--- config.mk ---
export PLATFORM = sky130hd
export DESIGN_NAME = smbus_line_monitor
export DESIGN_NICKNAME = d
export VERILOG_FILES = /design/src/rtl/smbus_line_monitor.sv
export SDC_FILE = /design/constraint.sdc
export NUM_CORES = 1
export LEC_CHECK = 0
export BUFFER_PORTS_ARGS = -buffer_cell sky130_fd_sc_hd__buf_2
export CORE_UTILIZATION = 50
export CTS_CLUSTER_DIAMETER = 200
export CTS_CLUSTER_SIZE = 30
export DETAILED_ROUTE_END_ITERATION = 8
export PLACE_DENSITY_LB_ADDON = 0.25
export SETUP_SLACK_MARGIN = 0.2
export SYNTH_ARGS = -nofsm -noshare
export SYNTH_HDL_FRONTEND = slang
export SYNTH_SLANG_ARGS = --single-unit
--- constraint.sdc ---
create_clock -name clk -period 2.96 [get_ports clk]
set_input_delay 0.296 -clock clk [delete_from_list [all_inputs] [get_ports clk]]
set_output_delay 0.296 -clock clk [all_outputs]
set_load 0.005 [all_outputs]
--- src/rtl/smbus_line_monitor.sv ---
module smbus_line_monitor #(
  parameter int CNT_W      = 16,
  parameter int FREE_TICKS = 10
) (
  input  logic             clk,
  input  logic             rst_n,
  input  logic             scl_i,
  input  logic             sda_i,
  input  logic             src_tick,
  input  logic             stall_en,
  input  logic             free_en,
  input  logic [CNT_W-1:0] reload_val,
  output logic             stall_pulse,
  output logic             bus_free
);
  localparam int FW = $clog2(FREE_TICKS + 1);
  localparam logic [CNT_W-1:0] CNT_MAX  = '1;
  localparam logic [FW-1:0]    FREE_LIM = FW'(FREE_TICKS);

  logic [CNT_W-1:0] low_cnt;
  logic             fired;
  logic [FW-1:0]    free_cnt;

  wire lines_high = scl_i & sda_i;
  wire counting   = stall_en & ~scl_i & ~fired;
  wire wrap       = counting & (low_cnt == CNT_MAX);

  always_ff @(posedge clk) begin
    if (!rst_n) begin
      low_cnt     <= '0;
      fired       <= 1'b0;
      stall_pulse <= 1'b0;
    end else begin
      stall_pulse <= wrap;
      if (!stall_en || scl_i) begin
        low_cnt <= reload_val;
        fired   <= 1'b0;
      end else if (wrap) begin
        low_cnt <= reload_val;
        fired   <= 1'b1;
      end else if (counting) begin
        low_cnt <= low_cnt + 1'b1;
      end else begin
        low_cnt <= reload_val;
      end
    end
  end

  always_ff @(posedge clk) begin
    if (!rst_n || !free_en || !lines_high) begin
      free_cnt <= '0;
      bus_free <= 1'b0;
    end else if (src_tick && !bus_free) begin
      if (free_cnt == FREE_LIM) bus_free <= 1'b1;
      else                      free_cnt <= free_cnt + 1'b1;
    end
  end

  assert_hold_reload_R2: assert property (@(posedge clk) disable iff (!rst_n)
    (stall_en && scl_i) |=> (low_cnt == $past(reload_val)));
  assert_low_only_R3: assert property (@(posedge clk) disable iff (!rst_n)
    stall_pulse |-> $past(stall_en && !scl_i));
  assert_single_pulse_R4: assert property (@(posedge clk) disable iff (!rst_n)
    stall_pulse |=> !stall_pulse);
  assert_stall_off_R5: assert property (@(posedge clk) disable iff (!rst_n)
    !stall_en |=> !stall_pulse);
  assert_free_on_tick_R6: assert property (@(posedge clk) disable iff (!rst_n)
    $rose(bus_free) |-> $past(src_tick && lines_high && free_en));
  assert_free_drop_R7: assert property (@(posedge clk) disable iff (!rst_n)
    !lines_high |=> !bus_free);
  assert_free_off_R8: assert property (@(posedge clk) disable iff (!rst_n)
    !free_en |=> !bus_free);
endmodule

==> results.cfg, run 1 <==
[yosys]
synth_top_cell_by_area = dfxtp_1
yosysWarnings = 0
yosysUniqueCellTypes = 38
synth_fp_nets = 168
synth-edff-count = 0
syn_inst = 142
synth-main-ff-cell = dfxtp_1
avgSynthCellArea_sq_um = 8.48
synth_top_area_share_pct = 38.3
async_reset_ff_share_pct = 0
synth_area_leaders = dfxtp_1 38%, xnor2_1 8.0%, a211oi_1 5.6%, a21oi_1 5.4%, nand2_1 4.4%
synth_commonest_cells = 23 x dfxtp_1, 14 x nand2_1, 13 x a21oi_1, 11 x xnor2_1
ys_seq_area_share_pct = 38.3
yosysMostFrequentCell = dfxtp_1
syn-cell-area_sq_um = 1200
ys_ff_latch = 23

[placement]
pre_cts_ws_ns = 0.948
port_buffers = 24
dp_hpwl_mm = 1.85
placed_cell_area_sq_um = 1350
place_congestion = 0.813

[floorplan]
initial_utilization_pct = 53.9
die_w_um = 51.1
core_area_sq_um = 2230
die-area_sq_um = 2610
io_pins = 25
placementRows = 17
die_h_um = 51.1

[finish]
utilization_pct = 61.5
n_fill_cell = 202
drive_gt1_share_pct = 21.1
finalNetCount = 193
n_antenna_cell = 0
design_area_sq_um = 1370
syn_to_final_growth_pct = 14.1

[drt]
first_pass_iters = 4
drt-initial-drc-count = 16
ant_nets = 0
drc_errors = 0
num_vias = 1131
totalWireLength_mm = 2.49
via_per_inst = 5.83
wl_per_cell_um = 12.8

[timing]
fmaxAchievable_ghz = 0.489
skew_ns = 0.00575
finalHoldViolCount = 0
period_minus_slack_ns = 2.05
layout_setup_ws_ns = 0.914
finalSetupViolations = 0
post-route-period-util_pct = 69.1
finalMaxSlewViolations = 0
tns_ns = 0
tightest_slew_ns = 0.851
rsz0062_at_grt = false
relSlewSlack_pct = 43.1

[hold_path]
holdPathEnd = low_cnt[4]
hold_path.class = in -> reg
worstHoldStart = reload_val[4]
min_path_cells = 3

[job]
cap_violations = 0

[power_and_ir_drop]
total_power_mw = 0.559
p_per_area_nw_per_um2 = 407
p_leak_nw = 0.488
vdd_drop_max_v = 0.000269

[clock_tree]
clk_latency_ns = 0.31
clk_pin_slew_worst_paths_ns = 0.12
clockBufferDepth = 2
cts_resized = 0
htree_levels = 1
numCtsBuffers = 3
cts.sinks = 23
post-cts-setup-buffers = 0
clockRootBuffer = clkbuf_4
tritoncts = done
hold_buffers = 0

[critical_path]
path_class = reg -> reg
critPathMaxFanout = 8
cp.arrival_ns = 2.26
setup.worst_path.start_class = flop
cp_data_required_time_ns = 3.17
regToRegStartpoint = low_cnt[0]
reg2reg_slack_ns = 0.91
cp-end-kind = flop
worst_r2r_path_depth = 5
r2r_end = low_cnt[14]

[status]
outcome = finished, final reports clean

[grt]
antenna_found_initial = 0
grt_max_degree = 16
grt_pass1_wl_mm = 4.15
overflow = 0
grt_pass1_vias = 1049
track_usage_pct = 21.5
where the power goes:
| part | total (mW) | internal, mW | switching [mW] |
|---|---|---|---|
| combinational | 0.0694 | 0.0358 | 0.0335 |
| sequential | 0.345 | 0.326 | 0.0190 |
| clock | 0.144 | 0.0505 | 0.0938 |
| total | 0.559 | 0.412 | 0.146 |
how the worst max path moves through the flow:
stage	slack [ns]	from	cells past startpoint	endpoint
2_1_floorplan	1.11	low_cnt[0]	6	low_cnt[14]
3_3_place_gp	1.01	low_cnt[0]	5	low_cnt[14]
3_5_place_dp	0.95	low_cnt[0]	5	low_cnt[14]
4_1_cts	0.94	low_cnt[0]	5	low_cnt[14]
5_1_grt	0.85	low_cnt[0]	5	low_cnt[14]
6_report	0.91	low_cnt[0]	5	low_cnt[14]
routing by layer:
metal | vias up | track usage [%] | routed length, um
met5 | - | 0 | 0
met4 | 0 | 11.6 | 45
met3 | 6 | 3.27 | 67
met2 | 17 | 39.7 | 1260
met1 | 530 | 23.0 | 1120
li1 | 578 | - | -
placed cells by master (no fill, tap or decap), types with 3 or more instances in the layout:
| master | n |
|---|---|
| nand2_1 | 14 |
| a21oi_1 | 13 |
| nand4_1 | 5 |
| nand3_1 | 7 |
| or2_2 | 3 |
| a211oi_1 | 9 |
| nor3_1 | 5 |
| or4_1 | 3 |
| buf_2 | 24 |
| xnor2_1 | 11 |
| ha_1 | 3 |
| nor2_1 | 9 |
| clkbuf_4 | 3 |
| nor4_1 | 4 |
| dfxtp_1 | 23 |
through the flow:
| stage | std cells | hold WS, ns |
|---|---|---|
| floorplan | 142 | 0.435 |
| global placement | 190 | 0.468 |
| detailed placement | 190 | 0.466 |
| CTS | 194 | 0.214 |
| global route | 194 | 0.203 |
| finish | 194 | 0.219 |
sequential cells by signal (all words and copies together) (netlist names):
| register | cells |
|---|---|
| fired | 1 |
| free_cnt | 4 |
| bus_free | 1 |
| stall_pulse | 1 |
| low_cnt | 16 |
final cells by class:
| class | instances | area (sq um) | area share, % |
|---|---|---|---|
| multi-input combinational | 111 | 712 | 51.8 |
| sequential | 23 | 460 | 33.5 |
| timing repair buffer | 25 | 128 | 9.29 |
| tap | 28 | 35.0 | 2.55 |
| clock buffer | 3 | 22.5 | 1.64 |
| inverter | 3 | 11.3 | 0.820 |
| clock inverter | 1 | 5.00 | 0.364 |
cell families (layout without fill, tap and decap cells):
group	Yosys count	in the layout	synth area share [%]
adders and majority gates	3	3	3.12
DFF	23	23	38.3
xor gates and xnor gates	13	13	9.46
and+or+nand+nor	58	58	25.6
muxes	2	2	1.66
AOI/OAI and AO/OA	35	35	19.3
buffers and inverters	8	32	2.60
worst max-delay path, stage by stage (launching register included):
cell and delay [ns]:
dfxtp_1 0.39, ha_1 0.23, nand3_1 0.19, or4_1 0.59, o21a_1 0.22, o311a_1 0.31
Power figures use the tool's default switching activity.
==> run 2, diff against run 1 <==
Settings changed: ABC_AREA set to 1.
Clock period 2.96 ns to 1.9 ns, I/O delays scaled along.
==> results.cfg, run 2 <==
[status]
outcome = finished, final reports clean

[timing]
tns_ns = 0
relSlewSlack_pct = 68.8
period_minus_slack_ns = 1.53
rsz0062_at_grt = false
finalSetupViolations = 0
finalHoldViolCount = 0
finalMaxSlewViolations = 0
fmaxAchievable_ghz = 0.653
post-route-period-util_pct = 80.6
skew_ns = 0.00566
holdWs_ns = 0.100
tightest_slew_ns = 0.466

[grt]
grt_max_degree = 19
antenna_found_initial = 0
grtUsageMet1_pct = 23.7
met3_usage_pct = 2.59
busiest_layer = met2
track_usage_pct = 20.6
use_met2_pct = 38.6
overflow = 0
grt_pass1_vias = 1116
grt_pass1_wl_mm = 4.33

[placement]
place_congestion = 0.879
dp_hpwl_mm = 1.98
port_buffers = 24
dp_cells = 230

[clock_tree]
clk_pin_slew_worst_paths_ns = 0.13
cts.sinks = 23
hold_buffers = 0
htree_levels = 1
numCtsBuffers = 3
clk_latency_ns = 0.31
tritoncts = done
clockRootBuffer = clkbuf_4
clockBufferDepth = 2

[critical_path]
setup.worst_path.start_class = flop
startpoint = low_cnt[0]
cp-end-kind = flop
critPathCapture = low_cnt[14]
cp_data_required_time_ns = 2.12
cp.arrival_ns = 1.75
path_class = reg -> reg
reg2reg_slack_ns = 0.37
regToRegStartpoint = low_cnt[0]
critPathMaxFanout = 15
r2r_end = low_cnt[14]
worst_r2r_path_depth = 8

[hold_path]
hold_path.class = in -> reg

[floorplan]
initial_utilization_pct = 52.6
core_area_sq_um = 2480
io_pins = 25
die_w_um = 53.0
placementRows = 18
die_h_um = 53.0
die-area_sq_um = 2810

[drt]
num_vias = 1195
totalWireLength_mm = 2.60
ant_nets = 0
first_pass_iters = 4
drc_errors = 0
via_per_inst = 5.04
drt-initial-drc-count = 11
wl_per_cell_um = 10.9

[finish]
n_antenna_cell = 0
reg.largest.list = low_cnt (16), free_cnt (4)
finalNetCount = 234
syn_to_final_growth_pct = 14.9
layout_commonest_cell = nor2_1
top_register = low_cnt
final_cell_mix = 38 x nor2_1, 28 x nand2_1, 24 x buf_2
final_cells = 237
utilization_pct = 60.4
largest_reg_flops = 16
drive_gt1_share_pct = 24.6

[yosys]
synthAdderAreaFrac_pct = 2.88
synth_area_leaders = dfxtp_1 35%, nor2_1 11%, nand2_1 8.1%, nor2_2 5.3%, inv_1 5.2%
synth_compound_area_share_pct = 10.1
synth_top_area_share_pct = 35.4
synth_fp_nets = 205
ys_ff_latch = 23
syn-cell-area_sq_um = 1300
synth-main-ff-cell = dfxtp_1
synth_top_family_by_area = simple AND/OR/NAND/NOR gates
yosysUniqueCellTypes = 26
synth-edff-count = 0
yosysWarnings = 0
ys_seq_area_share_pct = 35.4
yosysMostFrequentCell = nor2_1
yosys.area_share.simple_pct = 35.9
syn_inst = 179
synth-xor-area-share_pct = 8.07
synth_commonest_cells = 38 x nor2_1, 28 x nand2_1, 23 x dfxtp_1, 18 x inv_1
synth_mux_area_share_pct = 0
avgSynthCellArea_sq_um = 7.28
async_reset_ff_share_pct = 0
synth_top_cell_by_area = dfxtp_1

[job]
cap_violations = 0

[power_and_ir_drop]
vdd_drop_max_v = 0.000349
p_leak_nw = 0.697
p_per_area_nw_per_um2 = 600
[run 2: power breakdown]
group	switching, mW	internal, mW
registers	0.0255	0.509
logic	0.0725	0.0605
clock network	0.149	0.0818
total	0.247	0.651
[run 2: metrics by stage]
stage | cell area [sq um] | power [mW] | setup WS [ns]
6_report | 1500 | 0.898 | 0.368
5_1_grt | 1500 | 0.940 | 0.216
4_1_cts | 1460 | 0.901 | 0.237
3_5_place_dp | 1430 | 0.671 | 0.245
3_3_place_gp | 1430 | 0.665 | 0.310
2_1_floorplan | 1300 | 0.630 | 0.471
[run 2: timing repair]
item                                    4_1_cts  5_1_grt
endpoints found under the setup margin        0       15
resized for setup                             0        4
buffers inserted                              0        3
[run 2: worst min path at each step]
stage	from	to	slack, ns	cells past startpoint
finish	reload_val[8]	low_cnt[8]	0.10	3
global route	reload_val[8]	low_cnt[8]	0.10	3
CTS	reload_val[8]	low_cnt[8]	0.09	3
detailed placement	reload_val[4]	low_cnt[4]	0.42	3
global placement	reload_val[8]	low_cnt[8]	0.42	3
floorplan	reload_val[0]	low_cnt[0]	0.32	2
[run 2: metal layers]
| layer | wire (um) | up-vias |
|---|---|---|
| li1 | - | 622 |
| met4 | 15 | 0 |
| met1 | 1170 | 546 |
| met3 | 73 | 2 |
| met2 | 1330 | 25 |
| met5 | 0 | - |
[run 2: critical path, cell delays in order, from the launching register on]
cell	delay [ns]
dfxtp_2	0.37
ha_2	0.21
nand3_4	0.12
nor2_8	0.15
nand4_4	0.14
nand2_8	0.14
inv_4	0.10
o21ai_0	0.15
nor2_1	0.06
[run 2: logic make-up after synthesis]
kind of cell | after synthesis
compound gates | 23
xor+xnor | 12
fa+ha+maj | 3
buf+inv | 22
flops | 23
simple gates | 96
[run 2: layout make-up]
class / count / area [sq um]
clock buffer: 4 / 26.3
fill: 241 / 981
multi-input combinational: 134 / 753
timing repair buffer: 27 / 143
sequential: 23 / 463
inverter: 19 / 73.8
tap: 30 / 37.5
==> run 3, diff against run 2 <==
Settings changed: CORE_UTILIZATION 50 to 49.
Clock period 1.9 ns to 1.3 ns, I/O delays scaled along.
==> results.cfg, run 3 (same netlist as run 2, synthesis figures left out) <==
[status]
outcome = finished, violations left
violations = negative setup slack

[grt]
track_usage_pct = 22.9
grt_pass1_vias = 1179
grt_pass1_wl_mm = 4.71
antenna_found_initial = 0
grt_max_degree = 16
overflow = 0

[power_and_ir_drop]
p_per_area_nw_per_um2 = 754
vdd_drop_max_v = 0.000683
total_power_mw = 1.39
p_leak_nw = 0.857

[drt]
totalWireLength_mm = 3.42
first_pass_iters = 4
ant_nets = 0
via_per_inst = 5.09
drc_errors = 0
num_vias = 1328
wl_per_cell_um = 13.1
drt-initial-drc-count = 14

[floorplan]
die_w_um = 53.6
placementRows = 18
core_area_sq_um = 2500
die_h_um = 53.6
io_pins = 25
die-area_sq_um = 2870
initial_utilization_pct = 52.1

[clock_tree]
tritoncts = done
clockBufferDepth = 2
htree_levels = 1
numCtsBuffers = 3
clk_pin_slew_worst_paths_ns = 0.14
clockRootBuffer = clkbuf_4
clk_latency_ns = 0.31
hold_buffers = 0
cts.sinks = 23

[finish]
top_register = low_cnt
reg.largest.list = low_cnt (16), free_cnt (4)
utilization_pct = 73.8
design_area_sq_um = 1840
n_antenna_cell = 0
final_cell_mix = 28 x nor2_1, 26 x nand2_1, 24 x buf_2
layout_commonest_cell = nor2_1
syn_to_final_growth_pct = 41.6
final_cells = 261
largest_reg_flops = 16
finalNetCount = 258
drive_gt1_share_pct = 46.8

[timing]
skew_ns = 0.00701
layout_setup_ws_ns = -0.0922
finalMaxSlewViolations = 0
post-route-period-util_pct = 107
tightest_slew_ns = 0.392
relSlewSlack_pct = 73.8
period_minus_slack_ns = 1.39
finalSetupViolations = 17
fmaxAchievable_ghz = 0.718
finalHoldViolCount = 0
rsz0062_at_grt = true

[critical_path]
crit_slowest_cell = dfxtp_2
worst_r2r_path_depth = 8
path_cells = ha_4 > nand3_4 > nor2_8 > nand4_4 > nand2_4 > buf_6 > o21ai_1 > nor2_1
max_stage_delay_ns = 0.38
regToRegStartpoint = low_cnt[1]
setup.worst_path.start_class = flop
cp-end-kind = flop
path_class = reg -> reg
r2r_end = low_cnt[10]
cp.arrival_ns = 1.65
cp_data_required_time_ns = 1.55
critPathMaxFanout = 5
reg2reg_slack_ns = -0.09

[hold_path]
worstHoldStart = reload_val[2]
hold_path.class = in -> reg
min_path_cells = 3
holdPathEnd = low_cnt[2]

[placement]
dp_hpwl_mm = 2.28
placed_cell_area_sq_um = 1600
place_congestion = 0.927
port_buffers = 24
dp_cells = 250

[job]
cap_violations = 0
-- run 3: cell count changes in the layout (fill, tap and decap cells not counted), moves of 3 or more --
cell     change
buf_4       +19
o21ai_0     -11
nor2_1      -10
nor2_2       +6
o21ai_1      +6
buf_6        +5
dfxtp_1      -4
nor2_4       +4
o21ai_2      +4
dfxtp_2      +3
inv_1        -3
inv_2        +3
nor3_1       -3
-- run 3: worst max-delay path, delay by kind of cell (launching register included) --
family                     cells  cell delay, ns
adders and majority gates      1            0.15
and+or+nand+nor                5            0.59
buffers and inverters          1            0.13
AOI/OAI and AO/OA              1            0.09
DFF                            1            0.38
-- run 3: worst max path at each step --
stage                          start     endpoint  slack, ns
after floorplan           low_cnt[1]   low_cnt[1]       -0.1
after global placement    low_cnt[1]  low_cnt[13]      -0.06
after detailed placement  low_cnt[1]  low_cnt[14]      -0.16
after CTS                 low_cnt[1]  low_cnt[12]      -0.06
after global routing      low_cnt[1]  low_cnt[13]      -0.16
final                     low_cnt[1]  low_cnt[10]      -0.09
-- run 3: layer usage --
metal  vias to the layer above  share of wire [%]  track usage (%)  wire length [um]
met3                         6                2.8             2.82                97
met4                         0                1.7             9.65                59
met5                         -                  0                0                 0
li1                        675                  -                -                 -
met1                       621                 41             26.1              1390
met2                        26                 55             42.3              1870
-- run 3: area by class of cell --
class	instances	area, sq um
Inverter	19	76.3
Tap cell	30	37.5
Sequential cell	23	470
Multi-Input combinational cell	134	891
Clock buffer	3	22.5
Clock inverter	1	5.00
Timing Repair Buffer	51	342
Fill cell	189	656
-- run 3: stage by stage --
stage | hold slack [ns] | setup TNS, ns | setup WS, ns
after floorplan | 0.258 | -1.06 | -0.0962
after global placement | 0.356 | -0.283 | -0.0601
after detailed placement | 0.365 | -1.33 | -0.160
after CTS | 0.0276 | -0.784 | -0.0642
after global routing | 0.0299 | -2.27 | -0.162
final | 0.0312 | -0.908 | -0.0922
-- run 3: what timing repair did --
action,CTS,global route
buffers inserted,5,2
resized for setup,19,35
pin swaps,10,8
setup endpoints to repair,21,23
-- run 3: power by group --
part | leakage, nW | switching [mW] | internal [mW] | total, mW
combinational | 0.647 | 0.144 | 0.129 | 0.273
clock | 0.0177 | 0.225 | 0.115 | 0.340
sequential | 0.192 | 0.0343 | 0.743 | 0.777
total | 0.857 | 0.403 | 0.987 | 1.39
